===== config.mk =====
export PLATFORM = sky130hd
export DESIGN_NAME = shadow_snoop_sync
export DESIGN_NICKNAME = d
export VERILOG_FILES = /design/src/rtl/shsnoop_pkg.sv /design/src/rtl/snoop_bus_decode.sv /design/src/rtl/dma_ptr_track.sv /design/src/rtl/shadow_wr_port.sv /design/src/rtl/shadow_snoop_sync.sv
export SDC_FILE = /design/constraint.sdc
export NUM_CORES = 1
export LEC_CHECK = 0
export BUFFER_PORTS_ARGS = -buffer_cell sky130_fd_sc_hd__clkbuf_2
export CORE_ASPECT_RATIO = 1.4
export CORE_MARGIN = 3
export CORE_UTILIZATION = 52
export CTS_CLUSTER_SIZE = 10
export DETAILED_ROUTE_END_ITERATION = 12
export PLACE_DENSITY = 0.8
export RECOVER_POWER = 100
export SLEW_MARGIN = 15
export SYNTH_ARGS = -nofsm -noshare
export SYNTH_HDL_FRONTEND = slang
export SYNTH_SLANG_ARGS = --single-unit
export TNS_END_PERCENT = 5

===== constraint.sdc =====
create_clock -name clk -period 2.5 [get_ports clk]
set_input_delay 0 -clock clk [delete_from_list [all_inputs] [get_ports clk]]
set_output_delay 0 -clock clk [all_outputs]
set_load 0.02 [all_outputs]

===== src/rtl/shsnoop_pkg.sv =====
package shsnoop_pkg;
  typedef enum logic [1:0] {
    EV_NONE   = 2'd0,
    EV_MASTER = 2'd1,
    EV_DMA    = 2'd2,
    EV_REGWR  = 2'd3
  } ev_kind_e;
endpackage


===== src/rtl/snoop_bus_decode.sv =====
module snoop_bus_decode
  import shsnoop_pkg::*;
#(
  parameter int AW          = 24,
  parameter bit USE_DMA_SEL = 1'b1
) (
  input  logic          clk,
  input  logic          rst,
  input  logic [AW-1:0] bus_addr,
  input  logic          bus_uds,
  input  logic          bus_lds,
  input  logic          bus_we,
  input  logic          bus_granted,
  input  logic          dma_sel,
  output ev_kind_e      ev_kind
);
  logic strobe, strobe_q, strobe_rise, dma_hit;

  assign strobe      = bus_uds | bus_lds;
  assign strobe_rise = strobe & ~strobe_q;

  always_ff @(posedge clk) begin
    if (rst) strobe_q <= 1'b0;
    else     strobe_q <= strobe;
  end

  generate
    if (USE_DMA_SEL) begin : g_sel
      assign dma_hit = dma_sel;
    end else begin : g_infer
      assign dma_hit = bus_granted & (&bus_addr) & strobe;
    end
  endgenerate

  always_comb begin
    ev_kind = EV_NONE;
    if (strobe_rise) begin
      if (dma_hit)                    ev_kind = EV_DMA;
      else if (bus_granted && bus_we) ev_kind = EV_MASTER;
      else if (!bus_granted && bus_we) ev_kind = EV_REGWR;
    end
  end

  // an event needs a fresh strobe edge, so two never come back to back
  p_event_spacing_r3: assert property (@(posedge clk) disable iff (rst)
    (ev_kind != EV_NONE) |=> (ev_kind == EV_NONE));
endmodule


===== src/rtl/dma_ptr_track.sv =====
module dma_ptr_track
  import shsnoop_pkg::*;
#(
  parameter int          AW       = 24,
  parameter int          DW       = 16,
  parameter int unsigned REG_BASE = 32'h00FF_8700
) (
  input  logic          clk,
  input  logic          rst,
  input  ev_kind_e      ev_kind,
  input  logic [AW-1:0] bus_addr,
  input  logic [DW-1:0] bus_data,
  input  logic          bus_lds,
  output logic [AW-1:0] ptr
);
  localparam int PTR_BYTES = AW / 8;
  localparam int STEP      = DW / 8;

  logic [PTR_BYTES-1:0] byte_hit;
  logic [AW-1:0]        ptr_nxt;

  generate
    for (genvar i = 0; i < PTR_BYTES; i++) begin : g_reg
      localparam logic [AW-1:0] REG_ADDR = AW'(REG_BASE + 2 * i);
      assign byte_hit[i] = (ev_kind == EV_REGWR) && bus_lds &&
                           (bus_addr[AW-1:1] == REG_ADDR[AW-1:1]);
    end
  endgenerate

  always_comb begin
    ptr_nxt = ptr;
    if (ev_kind == EV_DMA) begin
      ptr_nxt = ptr + AW'(STEP);
    end else begin
      for (int i = 0; i < PTR_BYTES; i++)
        if (byte_hit[i]) ptr_nxt[8*i +: 8] = bus_data[7:0];
    end
  end

  always_ff @(posedge clk) begin
    if (rst) ptr <= '0;
    else     ptr <= ptr_nxt;
  end

  // every DMA word moves the pointer by one word
  p_ptr_step_r5: assert property (@(posedge clk) disable iff (rst)
    (ev_kind == EV_DMA) |=> (ptr == $past(ptr) + AW'(STEP)));
  // with no event the pointer holds
  p_ptr_hold_r10: assert property (@(posedge clk) disable iff (rst)
    (ev_kind == EV_NONE) |=> $stable(ptr));
  // granted masters never touch the pointer
  p_master_no_ptr_r10: assert property (@(posedge clk) disable iff (rst)
    (ev_kind == EV_MASTER) |=> $stable(ptr));
endmodule


===== src/rtl/shadow_wr_port.sv =====
module shadow_wr_port
  import shsnoop_pkg::*;
#(
  parameter int          AW        = 24,
  parameter int          DW        = 16,
  parameter int unsigned RAM_BASE  = 32'h0000_0000,
  parameter int unsigned RAM_BYTES = 32'h0040_0000
) (
  input  logic            clk,
  input  logic            rst,
  input  ev_kind_e        ev_kind,
  input  logic [AW-1:0]   bus_addr,
  input  logic [DW-1:0]   bus_data,
  input  logic            bus_uds,
  input  logic            bus_lds,
  input  logic            dma_to_mem,
  input  logic [AW-1:0]   ptr,
  output logic            sh_we,
  output logic [AW-1:0]   sh_addr,
  output logic [DW-1:0]   sh_data,
  output logic [DW/8-1:0] sh_be
);
  localparam int            BEW    = DW / 8;
  localparam logic [AW:0]   RAM_LO = (AW+1)'(RAM_BASE);
  localparam logic [AW:0]   RAM_HI = (AW+1)'(RAM_BASE + RAM_BYTES);

  logic [AW-1:0]  wr_addr;
  logic [BEW-1:0] wr_be;
  logic           want, in_range, go;

  always_comb begin
    wr_addr = (ev_kind == EV_DMA) ? ptr : bus_addr;
    wr_addr[0] = 1'b0;
    wr_be   = (ev_kind == EV_DMA) ? {BEW{1'b1}} : {bus_uds, bus_lds};
    want    = (ev_kind == EV_MASTER) || ((ev_kind == EV_DMA) && dma_to_mem);
  end

  assign in_range = ({1'b0, wr_addr} >= RAM_LO) && ({1'b0, wr_addr} < RAM_HI);
  assign go       = want && in_range;

  always_ff @(posedge clk) begin
    if (rst) begin
      sh_we   <= 1'b0;
      sh_addr <= '0;
      sh_data <= '0;
      sh_be   <= '0;
    end else begin
      sh_we <= go;
      if (go) begin
        sh_addr <= wr_addr;
        sh_data <= bus_data;
        sh_be   <= wr_be;
      end
    end
  end

  // a shadow strobe lasts exactly one clock
  p_single_pulse_r3: assert property (@(posedge clk) disable iff (rst)
    sh_we |=> !sh_we);
  // no strobe leaves the shadowed window
  p_in_window_r8: assert property (@(posedge clk) disable iff (rst)
    sh_we |-> (({1'b0, sh_addr} >= RAM_LO) && ({1'b0, sh_addr} < RAM_HI)));
  // DMA words always carry both lanes
  p_dma_full_word_r5: assert property (@(posedge clk) disable iff (rst)
    (ev_kind == EV_DMA && go) |=> (sh_we && sh_be == {BEW{1'b1}}));
  // memory-to-device DMA leaves the shadow alone
  p_dir_read_quiet_r6: assert property (@(posedge clk) disable iff (rst)
    (ev_kind == EV_DMA && !dma_to_mem) |=> !sh_we);
  // pointer register writes never reach the shadow
  p_regwr_quiet_r4: assert property (@(posedge clk) disable iff (rst)
    (ev_kind == EV_REGWR) |=> !sh_we);
endmodule


===== src/rtl/shadow_snoop_sync.sv =====
module shadow_snoop_sync
  import shsnoop_pkg::*;
#(
  parameter int          AW          = 24,
  parameter int          DW          = 16,
  parameter bit          USE_DMA_SEL = 1'b1,
  parameter int unsigned REG_BASE    = 32'h00FF_8700,
  parameter int unsigned RAM_BASE    = 32'h0000_0000,
  parameter int unsigned RAM_BYTES   = 32'h0040_0000
) (
  input  logic            clk,
  input  logic            rst,
  input  logic [AW-1:0]   bus_addr,
  input  logic [DW-1:0]   bus_data,
  input  logic            bus_uds,
  input  logic            bus_lds,
  input  logic            bus_we,
  input  logic            bus_granted,
  input  logic            dma_sel,
  input  logic            dma_to_mem,
  output logic            sh_we,
  output logic [AW-1:0]   sh_addr,
  output logic [DW-1:0]   sh_data,
  output logic [DW/8-1:0] sh_be
);
  ev_kind_e      ev_kind;
  logic [AW-1:0] ptr;

  snoop_bus_decode #(.AW(AW), .USE_DMA_SEL(USE_DMA_SEL)) u_decode (
    .clk(clk), .rst(rst), .bus_addr(bus_addr), .bus_uds(bus_uds),
    .bus_lds(bus_lds), .bus_we(bus_we), .bus_granted(bus_granted),
    .dma_sel(dma_sel), .ev_kind(ev_kind)
  );

  dma_ptr_track #(.AW(AW), .DW(DW), .REG_BASE(REG_BASE)) u_ptr (
    .clk(clk), .rst(rst), .ev_kind(ev_kind), .bus_addr(bus_addr),
    .bus_data(bus_data), .bus_lds(bus_lds), .ptr(ptr)
  );

  shadow_wr_port #(.AW(AW), .DW(DW), .RAM_BASE(RAM_BASE),
                   .RAM_BYTES(RAM_BYTES)) u_wr (
    .clk(clk), .rst(rst), .ev_kind(ev_kind), .bus_addr(bus_addr),
    .bus_data(bus_data), .bus_uds(bus_uds), .bus_lds(bus_lds),
    .dma_to_mem(dma_to_mem), .ptr(ptr), .sh_we(sh_we),
    .sh_addr(sh_addr), .sh_data(sh_data), .sh_be(sh_be)
  );

  // outputs come out of reset quiet
  p_reset_quiet_r1: assert property (@(posedge clk)
    $past(rst) |-> (!sh_we && sh_addr == '0 && sh_be == '0));
  // a strobe follows only a granted write or a DMA cycle
  p_strobe_cause_r2: assert property (@(posedge clk) disable iff (rst)
    sh_we |-> ($past(ev_kind) == EV_MASTER || $past(ev_kind) == EV_DMA));
endmodule


==> results.json, run 1 <==
{
  "track_usage": 0.2694,
  "coreArea_um2": 5904,
  "clockBufferDepth": 2,
  "remaining_drc_errors": 0,
  "clock-sinks": 66,
  "rsz0062_at_grt": "false",
  "fp.dieH_um": 98.90,
  "grt_pass1_wl_mm": 15.26,
  "clock_skew_ps": 7.276,
  "async_flop_share": 0,
  "setup_violations": 0,
  "portBuffers": 88,
  "wl_mm": 9.339,
  "clk_pin_slew_ps": 70,
  "synthesis.nets": 437,
  "antenna-diode-count": 0,
  "area_delta_synth_final_pct": 28.18,
  "synth_seq_cells": 66,
  "seq_power_share": 0.506,
  "dp.cells": 527,
  "netlist_instances": 388,
  "period_needed_ps": 2299,
  "critPathKind": "primary input to flip-flop",
  "die_area_um2": 7156,
  "wire_per_inst_um": 16.07,
  "min_period_over_period": 0.9195,
  "n_fill_cell": 493,
  "final-seq-area_um2": 1321,
  "outcome": "finished, final reports clean",
  "start_util": 0.5429,
  "place_area_um2": 3657,
  "tns_ps": 0,
  "cellLeakagePower_nw": 1.493,
  "hp-class": "primary input to flip-flop",
  "fmaxAchievable_mhz": 435.0,
  "ys.flop_type": "dfxtp_1",
  "critical_path_required_ps": 2720,
  "dpl.hpwl_mm": 6.258,
  "yosys_warnings": 0,
  "grt_pass1_vias": 3230,
  "finalHoldViolations": 0,
  "dp_slack_ps": 403.1,
  "insertion_delay_ps": 350,
  "worstPathMaxFanout": 9,
  "vias_per_cell": 5.857,
  "slew_viol_final": 0,
  "tightest_slew_ps": 977.2,
  "cts_resized": 0,
  "drive_above_1_share": 0.1389,
  "ir_drop_v": 0.0003038,
  "vias": 3403,
  "root_buffer": "clkbuf_8",
  "place_congestion": 0.9725,
  "pwr-share-comb": 0.150,
  "cts_tree": "yes",
  "htreeDepth": 3,
  "p_sw_uw": 620.1,
  "relSlewSlack": 0.3485,
  "drtIter0Drc": 292,
  "cp_data_arrival_time_ps": 2520,
  "cap_violations": 0,
  "power_mw": 2.194,
  "synth_area_um2": 3206,
  "p_int_mw": 1.573,
  "seq_area_frac_synth": 0.4122,
  "antenna_found_initial": 0,
  "rows": 33,
  "design_area_um2": 4109,
  "firstDrtPassIters": 5,
  "ios": 91,
  "cts_buffers": 9,
  "grt_overflow": 0,
  "die_width_um": 72.36,
  "final.setup.worst_slack_ps": 201.3,
  "clkPwrFrac": 0.344,
  "start_kind": "primary input",
  "synth_area_per_cell_um2": 8.262,
  "cp-end-kind": "flip-flop",
  "grt_max_degree": 51,
  "stdcell_count": 581,
  "multi_input_area_um2": 1683,
  "nets": 555,
  "p_per_area_nw_per_um2": 533.8,
  "switching_share": 0.2827,
  "ant_nets": 0,
  "synth_edf_count": 0,
  "synthDistinctLibCells": 54
}
[metrics by stage]
step | util | hold slack [ps]
6_report | 0.6959 | 56.85
5_1_grt | 0.6959 | 90.19
4_1_cts | 0.7112 | 12.08
3_5_place_dp | 0.6194 | 247.7
3_3_place_gp | 0.6194 | 235.1
2_1_floorplan | - | 115.8
[routing by layer]
metal | track usage | part of all wire
met5 | 0 | 0
met4 | 0.1201 | 0.030
met3 | 0.05918 | 0.084
met2 | 0.4554 | 0.50
met1 | 0.3206 | 0.38
[state kept, by name (all words and copies together), names as in the netlist]
name and flops:
u_ptr.ptr 23, u_wr.sh_we 1, u_wr.sh_be 2, u_decode.strobe_q 1, u_wr.sh_data 16, u_wr.sh_addr 23
[synth_stat cells (3+ instances only)]
library cell / count / area share
a21oi_1: 14 / 0.022
a311oi_1: 20 / 0.055
a31oi_1: 12 / 0.023
and3_1: 7 / 0.014
and4_1: 3 / 0.0082
buf_2: 4 / 0.0062
clkbuf_1: 17 / 0.020
dfxtp_1: 66 / 0.41
inv_1: 7 / 0.0082
mux2i_1: 19 / 0.059
nand2_1: 64 / 0.075
nand3_1: 19 / 0.030
nand4_1: 7 / 0.014
nor2_1: 53 / 0.062
nor3_1: 10 / 0.016
nor4_1: 4 / 0.0078
o211ai_1: 5 / 0.012
o21ai_0: 4 / 0.0062
or3_1: 6 / 0.012
or4_1: 3 / 0.0070
[worst paths after layout]
path | from | slack, ps | to | depth (start not counted)
hold reg to reg | u_wr.sh_addr[23]$_SDFFE_PP0P_ | 480 | u_wr.sh_addr[23]$_SDFFE_PP0P_ | 1
setup reg to reg | u_decode.strobe_q$_SDFF_PP0_ | 260 | u_wr.sh_data[9]$_SDFFE_PP0P_ | 7
hold / removal | bus_lds | 60 | u_wr.sh_be[0]$_SDFFE_PP0P_ | 3
setup / recovery | bus_addr[4] | 200 | u_ptr.ptr[23]$_SDFFE_PP0P_ | 7
[placed cells by master (no fill, tap or decap), types with 7 or more instances in the layout]
cell,Yosys,routed
nor2_1,53,53
a31oi_1,12,12
nand4_1,7,7
clkbuf_2,0,43
a21oi_1,14,14
inv_1,7,7
nor3_1,10,10
nand2_1,64,65
dfxtp_1,66,66
clkbuf_8,2,9
clkbuf_1,17,46
mux2i_1,19,19
dlygate4sd3_1,0,38
nand3_1,19,19
and3_1,7,7
a311oi_1,20,20
[power groups by stage]
stage	sequential, mW	clock, mW	combinational (mW)
after floorplan	1.17	0	0.139
after global placement	1.13	0	0.286
after detailed placement	1.13	0	0.291
after CTS	1.11	0.770	0.338
after global routing	1.11	0.818	0.361
final	1.11	0.754	0.330
[logic make-up (layout without fill, tap and decap cells)]
family | after synthesis | in the layout | share of synthesized area
other cells | 1 | 1 | 0.001170
fa+ha+maj | 1 | 1 | 0.003903
compound gates | 73 | 73 | 0.1733
buf+inv | 33 | 156 | 0.05231
xor+xnor | 1 | 1 | 0.002733
simple gates | 194 | 194 | 0.2951
flops | 66 | 66 | 0.4122
mux | 19 | 19 | 0.05933
[worst max-delay path, cell delays in order]
cell,delay (ps)
dlygate4sd3_1,540
clkbuf_1,120
or4_1,590
nor4_4,430
nand4_1,440
o311ai_0,260
a31oi_1,130
[layout make-up]
type,instances,share of cell area
Multi-Input combinational cell,289,0.4096
Sequential cell,66,0.3216
Timing Repair Buffer,133,0.2019
Clock buffer,10,0.03106
Tap cell,70,0.02132
Clock inverter,6,0.008222
Inverter,7,0.006395
[repair_timing]
item,4_1_cts,5_1_grt
setup buffers,0,0
hold buffers,38,0
endpoints found under the hold margin,42,0
No activity file was read; power rests on OpenSTA's default activity.
==> inputs of run 2 (changes only) <==
--- a/config.mk
+++ b/config.mk
@@ -11,7 +11,7 @@
 export CORE_UTILIZATION = 52
 export CTS_CLUSTER_SIZE = 10
 export DETAILED_ROUTE_END_ITERATION = 12
-export PLACE_DENSITY = 0.8
+export PLACE_DENSITY = 0.77
 export RECOVER_POWER = 100
 export SLEW_MARGIN = 15
 export SYNTH_ARGS = -nofsm -noshare
==> run 2 against run 1 <==
- die area is the same
- via count shrank 0.15%
- combinational power is essentially flat
- count of clock-buffer cells in the layout grew 4
- critical endpoint is now u_wr.sh_addr[2]$_SDFFE_PP0P_
- largest cell class unchanged
- highest routed layer unchanged
==> results.json, run 2 (same netlist as run 1, synthesis figures left out) <==
{
  "cellLeakagePower_nw": 1.518,
  "cts_resized": 0,
  "clk_pin_slew_ps": 70,
  "place_congestion": 0.9190,
  "ios": 91,
  "worstPathMaxFanout": 48,
  "wl_mm": 9.312,
  "die_area_um2": 7156,
  "area_delta_synth_final_pct": 29.47,
  "stdcell_count": 580,
  "relSlewSlack": 0.3365,
  "p_sw_uw": 595.5,
  "place_area_um2": 3652,
  "remaining_drc_errors": 0,
  "wire_per_inst_um": 16.06,
  "final-seq-area_um2": 1321,
  "n_fill_cell": 489,
  "finalHoldViolations": 0,
  "hold_path_end": "u_ptr.ptr[19]$_SDFFE_PP0P_",
  "grt_pass1_vias": 3302,
  "cp_data_arrival_time_ps": 2480,
  "switching_share": 0.2555,
  "r2r_setup_slack_ps": 250,
  "htreeDepth": 3,
  "whs_path_depth": 3,
  "clockBufferDepth": 2,
  "rows": 33,
  "clock_skew_ps": 6.265,
  "fmaxAchievable_mhz": 443.0,
  "ant_nets": 0,
  "cts_buffers": 9,
  "final_common_cell": "dfxtp_1",
  "final_util": 0.7029,
  "setup_violations": 0,
  "nets": 554,
  "rsz0062_at_grt": "false",
  "hold_slack_ps": 19.84,
  "ir_drop_v": 0.0004376,
  "post_cts_buffers": 0,
  "p_per_area_nw_per_um2": 561.6,
  "coreArea_um2": 5904,
  "critical_path_required_ps": 2720,
  "design_area_um2": 4150,
  "pwr-share-comb": 0.141,
  "slew_viol_final": 0,
  "multi_input_area_um2": 1717,
  "firstDrtPassIters": 4,
  "vias": 3398,
  "clkPwrFrac": 0.383,
  "dpl.hpwl_mm": 6.278,
  "antenna_found_initial": 0,
  "start_kind": "primary input",
  "start_util": 0.5429,
  "postCtsHoldBufs": 36,
  "rr_startpoint": "u_decode.strobe_q$_SDFF_PP0_",
  "reg2reg_depth": 7,
  "tightest_slew_ps": 995.3,
  "vias_per_cell": 5.859,
  "dp.cells": 528,
  "portBuffers": 88,
  "final_cell_mix": "66 x dfxtp_1, 64 x nand2_1, 53 x nor2_1",
  "fp.dieH_um": 98.90,
  "min_period_over_period": 0.9029,
  "seq_power_share": 0.476,
  "critPathKind": "primary input to flip-flop",
  "track_usage": 0.2715,
  "period_needed_ps": 2257,
  "hold_start": "bus_data[3]",
  "drtIter0Drc": 243,
  "clock-sinks": 66,
  "cp-end-kind": "flip-flop",
  "drive_above_1_share": 0.1451,
  "grt_overflow": 0,
  "hp-class": "primary input to flip-flop",
  "outcome": "finished, final reports clean",
  "largestRegisters": "u_ptr.ptr: 23 flops, u_wr.sh_addr: 23 flops, u_wr.sh_data: 16 flops",
  "root_buffer": "clkbuf_8",
  "insertion_delay_ps": 330,
  "die_width_um": 72.36,
  "cap_violations": 0,
  "grt_pass1_wl_mm": 15.28,
  "tns_ps": 0,
  "antenna-diode-count": 0,
  "grt_max_degree": 49,
  "r2r-end": "u_wr.sh_addr[2]$_SDFFE_PP0P_",
  "p_int_mw": 1.735,
  "cts_tree": "yes"
}
-- run 2: layout make-up --
type,instances,share of cell area
Multi-Input combinational cell,289,0.4136
Sequential cell,66,0.3184
Timing Repair Buffer,132,0.1929
Clock buffer,14,0.03919
Tap cell,70,0.02110
Clock inverter,2,0.008441
Inverter,7,0.006331
-- run 2: critical path: stages --
cell and delay [ps]:
dlygate4sd3_1 520, clkbuf_1 170, o21ba_1 240, nand2_4 70, clkbuf_2 310, o41ai_4 300, buf_4 480, nor2_1 90
a311oi_1 270
-- run 2: worst max-delay path by stage --
stage | from | slack (ps) | end
after floorplan | u_ptr.ptr[4]$_SDFFE_PP0P_ | 640 | u_ptr.ptr[18]$_SDFFE_PP0P_
after global placement | u_ptr.ptr[4]$_SDFFE_PP0P_ | 440 | u_ptr.ptr[18]$_SDFFE_PP0P_
after detailed placement | u_ptr.ptr[4]$_SDFFE_PP0P_ | 400 | u_ptr.ptr[18]$_SDFFE_PP0P_
after CTS | bus_addr[4] | 260 | u_ptr.ptr[23]$_SDFFE_PP0P_
after global routing | bus_addr[12] | 30 | u_ptr.ptr[20]$_SDFFE_PP0P_
final | bus_uds | 240 | u_wr.sh_addr[2]$_SDFFE_PP0P_
-- run 2: layer usage --
metal	GRT usage	vias up	part of all wire
met5	0	-	0
met3	0.05612	22	0.070
met2	0.4484	139	0.50
met4	0.1621	0	0.032
met1	0.3170	1584	0.40
li1	-	1653	-
-- run 2: power by group through the flow --
stage | registers (mW) | clock network [mW] | logic [mW]
final | 1.11 | 0.892 | 0.329
after global routing | 1.11 | 0.951 | 0.359
after CTS | 1.11 | 0.909 | 0.334
after detailed placement | 1.13 | 0 | 0.289
after global placement | 1.13 | 0 | 0.286
after floorplan | 1.17 | 0 | 0.139
-- run 2: through the flow --
stage / setup slack (ps) / power, mW
4_1_cts: 256.2 / 2.352
2_1_floorplan: 643.0 / 1.308
3_3_place_gp: 435.6 / 1.416
6_report: 242.8 / 2.331
3_5_place_dp: 399.2 / 1.421
5_1_grt: 31.25 / 2.422
==> inputs of run 3 (changes only) <==
--- a/config.mk
+++ b/config.mk
@@ -5,7 +5,7 @@
 export SDC_FILE = /design/constraint.sdc
 export NUM_CORES = 1
 export LEC_CHECK = 0
-export BUFFER_PORTS_ARGS = -buffer_cell sky130_fd_sc_hd__clkbuf_2
+export BUFFER_PORTS_ARGS = -buffer_cell sky130_fd_sc_hd__buf_2
 export CORE_ASPECT_RATIO = 1.4
 export CORE_MARGIN = 3
 export CORE_UTILIZATION = 52
==> run 3 against run 2 <==
- combinational power about the same
- sequential power about the same
- count of clock-buffer cells in the layout down 3
==> results.json, run 3 (same netlist as run 1, synthesis figures left out) <==
{
  "outcome": "finished, final reports clean",
  "root_buffer": "clkbuf_8",
  "n_fill_cell": 487,
  "area_delta_synth_final_pct": 31.50,
  "p_sw_uw": 624.2,
  "start_kind": "primary input",
  "r2r_setup_slack_ps": 140,
  "critical_path_required_ps": 2750,
  "coreArea_um2": 5904,
  "critPathKind": "primary input to flip-flop",
  "die_area_um2": 7156,
  "place_area_um2": 3650,
  "final.setup.worst_slack_ps": 115.8,
  "drtIter0Drc": 243,
  "wl_mm": 9.628,
  "cap_violations": 0,
  "p_int_mw": 1.935,
  "pwr-share-comb": 0.130,
  "vias_per_cell": 5.890,
  "ant_nets": 0,
  "fmaxAchievable_mhz": 419.4,
  "period_needed_ps": 2384,
  "start_util": 0.5429,
  "track_usage": 0.2847,
  "clock-sinks": 66,
  "wire_per_inst_um": 16.57,
  "tightest_slew_ps": 955.5,
  "antenna-diode-count": 0,
  "place_congestion": 0.9159,
  "cp_data_arrival_time_ps": 2630,
  "hp-class": "primary input to flip-flop",
  "nets": 555,
  "setup_violations": 0,
  "p_per_area_nw_per_um2": 607.1,
  "slew_viol_final": 0,
  "cts_resized": 0,
  "cp-end-kind": "flip-flop",
  "hold_slack_ps": 25.93,
  "cts_buffers": 9,
  "rsz0062_at_grt": "false",
  "min_period_over_period": 0.9537,
  "tns_ps": 0,
  "drive_above_1_share": 0.1487,
  "dpl.hpwl_mm": 6.196,
  "fp.dieH_um": 98.90,
  "grt_max_degree": 51,
  "largestRegisters": "u_ptr.ptr: 23 flops, u_wr.sh_addr: 23 flops, u_wr.sh_data: 16 flops",
  "final_common_cell": "dfxtp_1",
  "remaining_drc_errors": 0,
  "design_area_um2": 4215,
  "antenna_found_initial": 0,
  "grt_pass1_vias": 3408,
  "grt_overflow": 0,
  "cts_tree": "yes",
  "ios": 91,
  "clock_skew_ps": 8.501,
  "ir_drop_v": 0.0004277,
  "switching_share": 0.2439,
  "clkPwrFrac": 0.437,
  "clockBufferDepth": 2,
  "clk_pin_slew_ps": 70,
  "stdcell_count": 581,
  "firstDrtPassIters": 5,
  "dp.cells": 526,
  "die_width_um": 72.36,
  "worstPathMaxFanout": 50,
  "grt_pass1_wl_mm": 16.05,
  "htreeDepth": 3,
  "relSlewSlack": 0.3630,
  "seq_power_share": 0.433,
  "vias": 3422,
  "portBuffers": 88,
  "finalHoldViolations": 0,
  "insertion_delay_ps": 340,
  "dp_slack_ps": 155.7,
  "final_cell_mix": "66 x dfxtp_1, 64 x nand2_1, 53 x nor2_1",
  "rows": 33,
  "cellLeakagePower_nw": 1.533
}
run 3: changes by cell type in the layout (fill, tap and decap cells not counted):
cell,before,now
dlygate4sd3_1,36,38
clkinv_2,1,2
bufinv_16,1,3
buf_2,0,44
o21ba_1,1,0
buf_4,6,5
clkbuf_1,47,45
clkbuf_2,46,1
o21ba_2,0,1
run 3: power by group through the flow:
stage	Combinational (mW)	Sequential (mW)	Clock (mW)
2_1_floorplan	0.139	1.17	0
3_3_place_gp	0.287	1.13	0
3_5_place_dp	0.289	1.13	0
4_1_cts	0.337	1.11	1.14
5_1_grt	0.364	1.11	1.18
6_report	0.332	1.11	1.12
run 3: layer usage:
metal | track usage | wire (µm) | vias up
li1 | - | - | 1652
met1 | 0.3304 | 3779 | 1579
met2 | 0.4533 | 4587 | 155
met3 | 0.07653 | 738 | 36
met4 | 0.1838 | 522 | 0
met5 | 0 | 0 | -
run 3: final cells by class:
type	instances	area, µm²	area share
inverter	7	26.28	0.006233
sequential	66	1321	0.3134
tap	70	87.58	0.02078
multi-input combinational	289	1717	0.4072
clock inverter	5	100.1	0.02375
timing repair buffer	133	812.0	0.1926
clock buffer	11	151.4	0.03592
run 3: timing repair:
| item | CTS | global route |
|---|---|---|
| setup endpoints to repair | 0 | 4 |
| setup buffers | 0 | 1 |
| endpoints found under the hold margin | 42 | 0 |
| hold buffers | 38 | 0 |
run 3: metrics by stage:
stage,total power [mW],utilization
2_1_floorplan,1.308,-
3_3_place_gp,1.416,0.6181
3_5_place_dp,1.420,0.6181
4_1_cts,2.579,0.7252
5_1_grt,2.656,0.7139
6_report,2.559,0.7139
run 3: path summary, 6_finish.rpt:
check                                                    from                             to  cells past startpoint
worst max register to register   u_decode.strobe_q$_SDFF_PP0_   u_wr.sh_addr[2]$_SDFFE_PP0P_                      6
worst max-delay path                                  bus_uds   u_wr.sh_addr[2]$_SDFFE_PP0P_                      8
worst min-delay path                             bus_addr[13]  u_wr.sh_addr[13]$_SDFFE_PP0P_                      3
worst min register to register  u_wr.sh_addr[22]$_SDFFE_PP0P_  u_wr.sh_addr[22]$_SDFFE_PP0P_                      1
run 3: critical path: stages:
cell and delay [ps]:
dlygate4sd3_1 540, clkbuf_1 180, o21ba_2 220, nand4_1 280, o41ai_4 140, clkbuf_2 790
nor2_1 140, a311oi_1 320
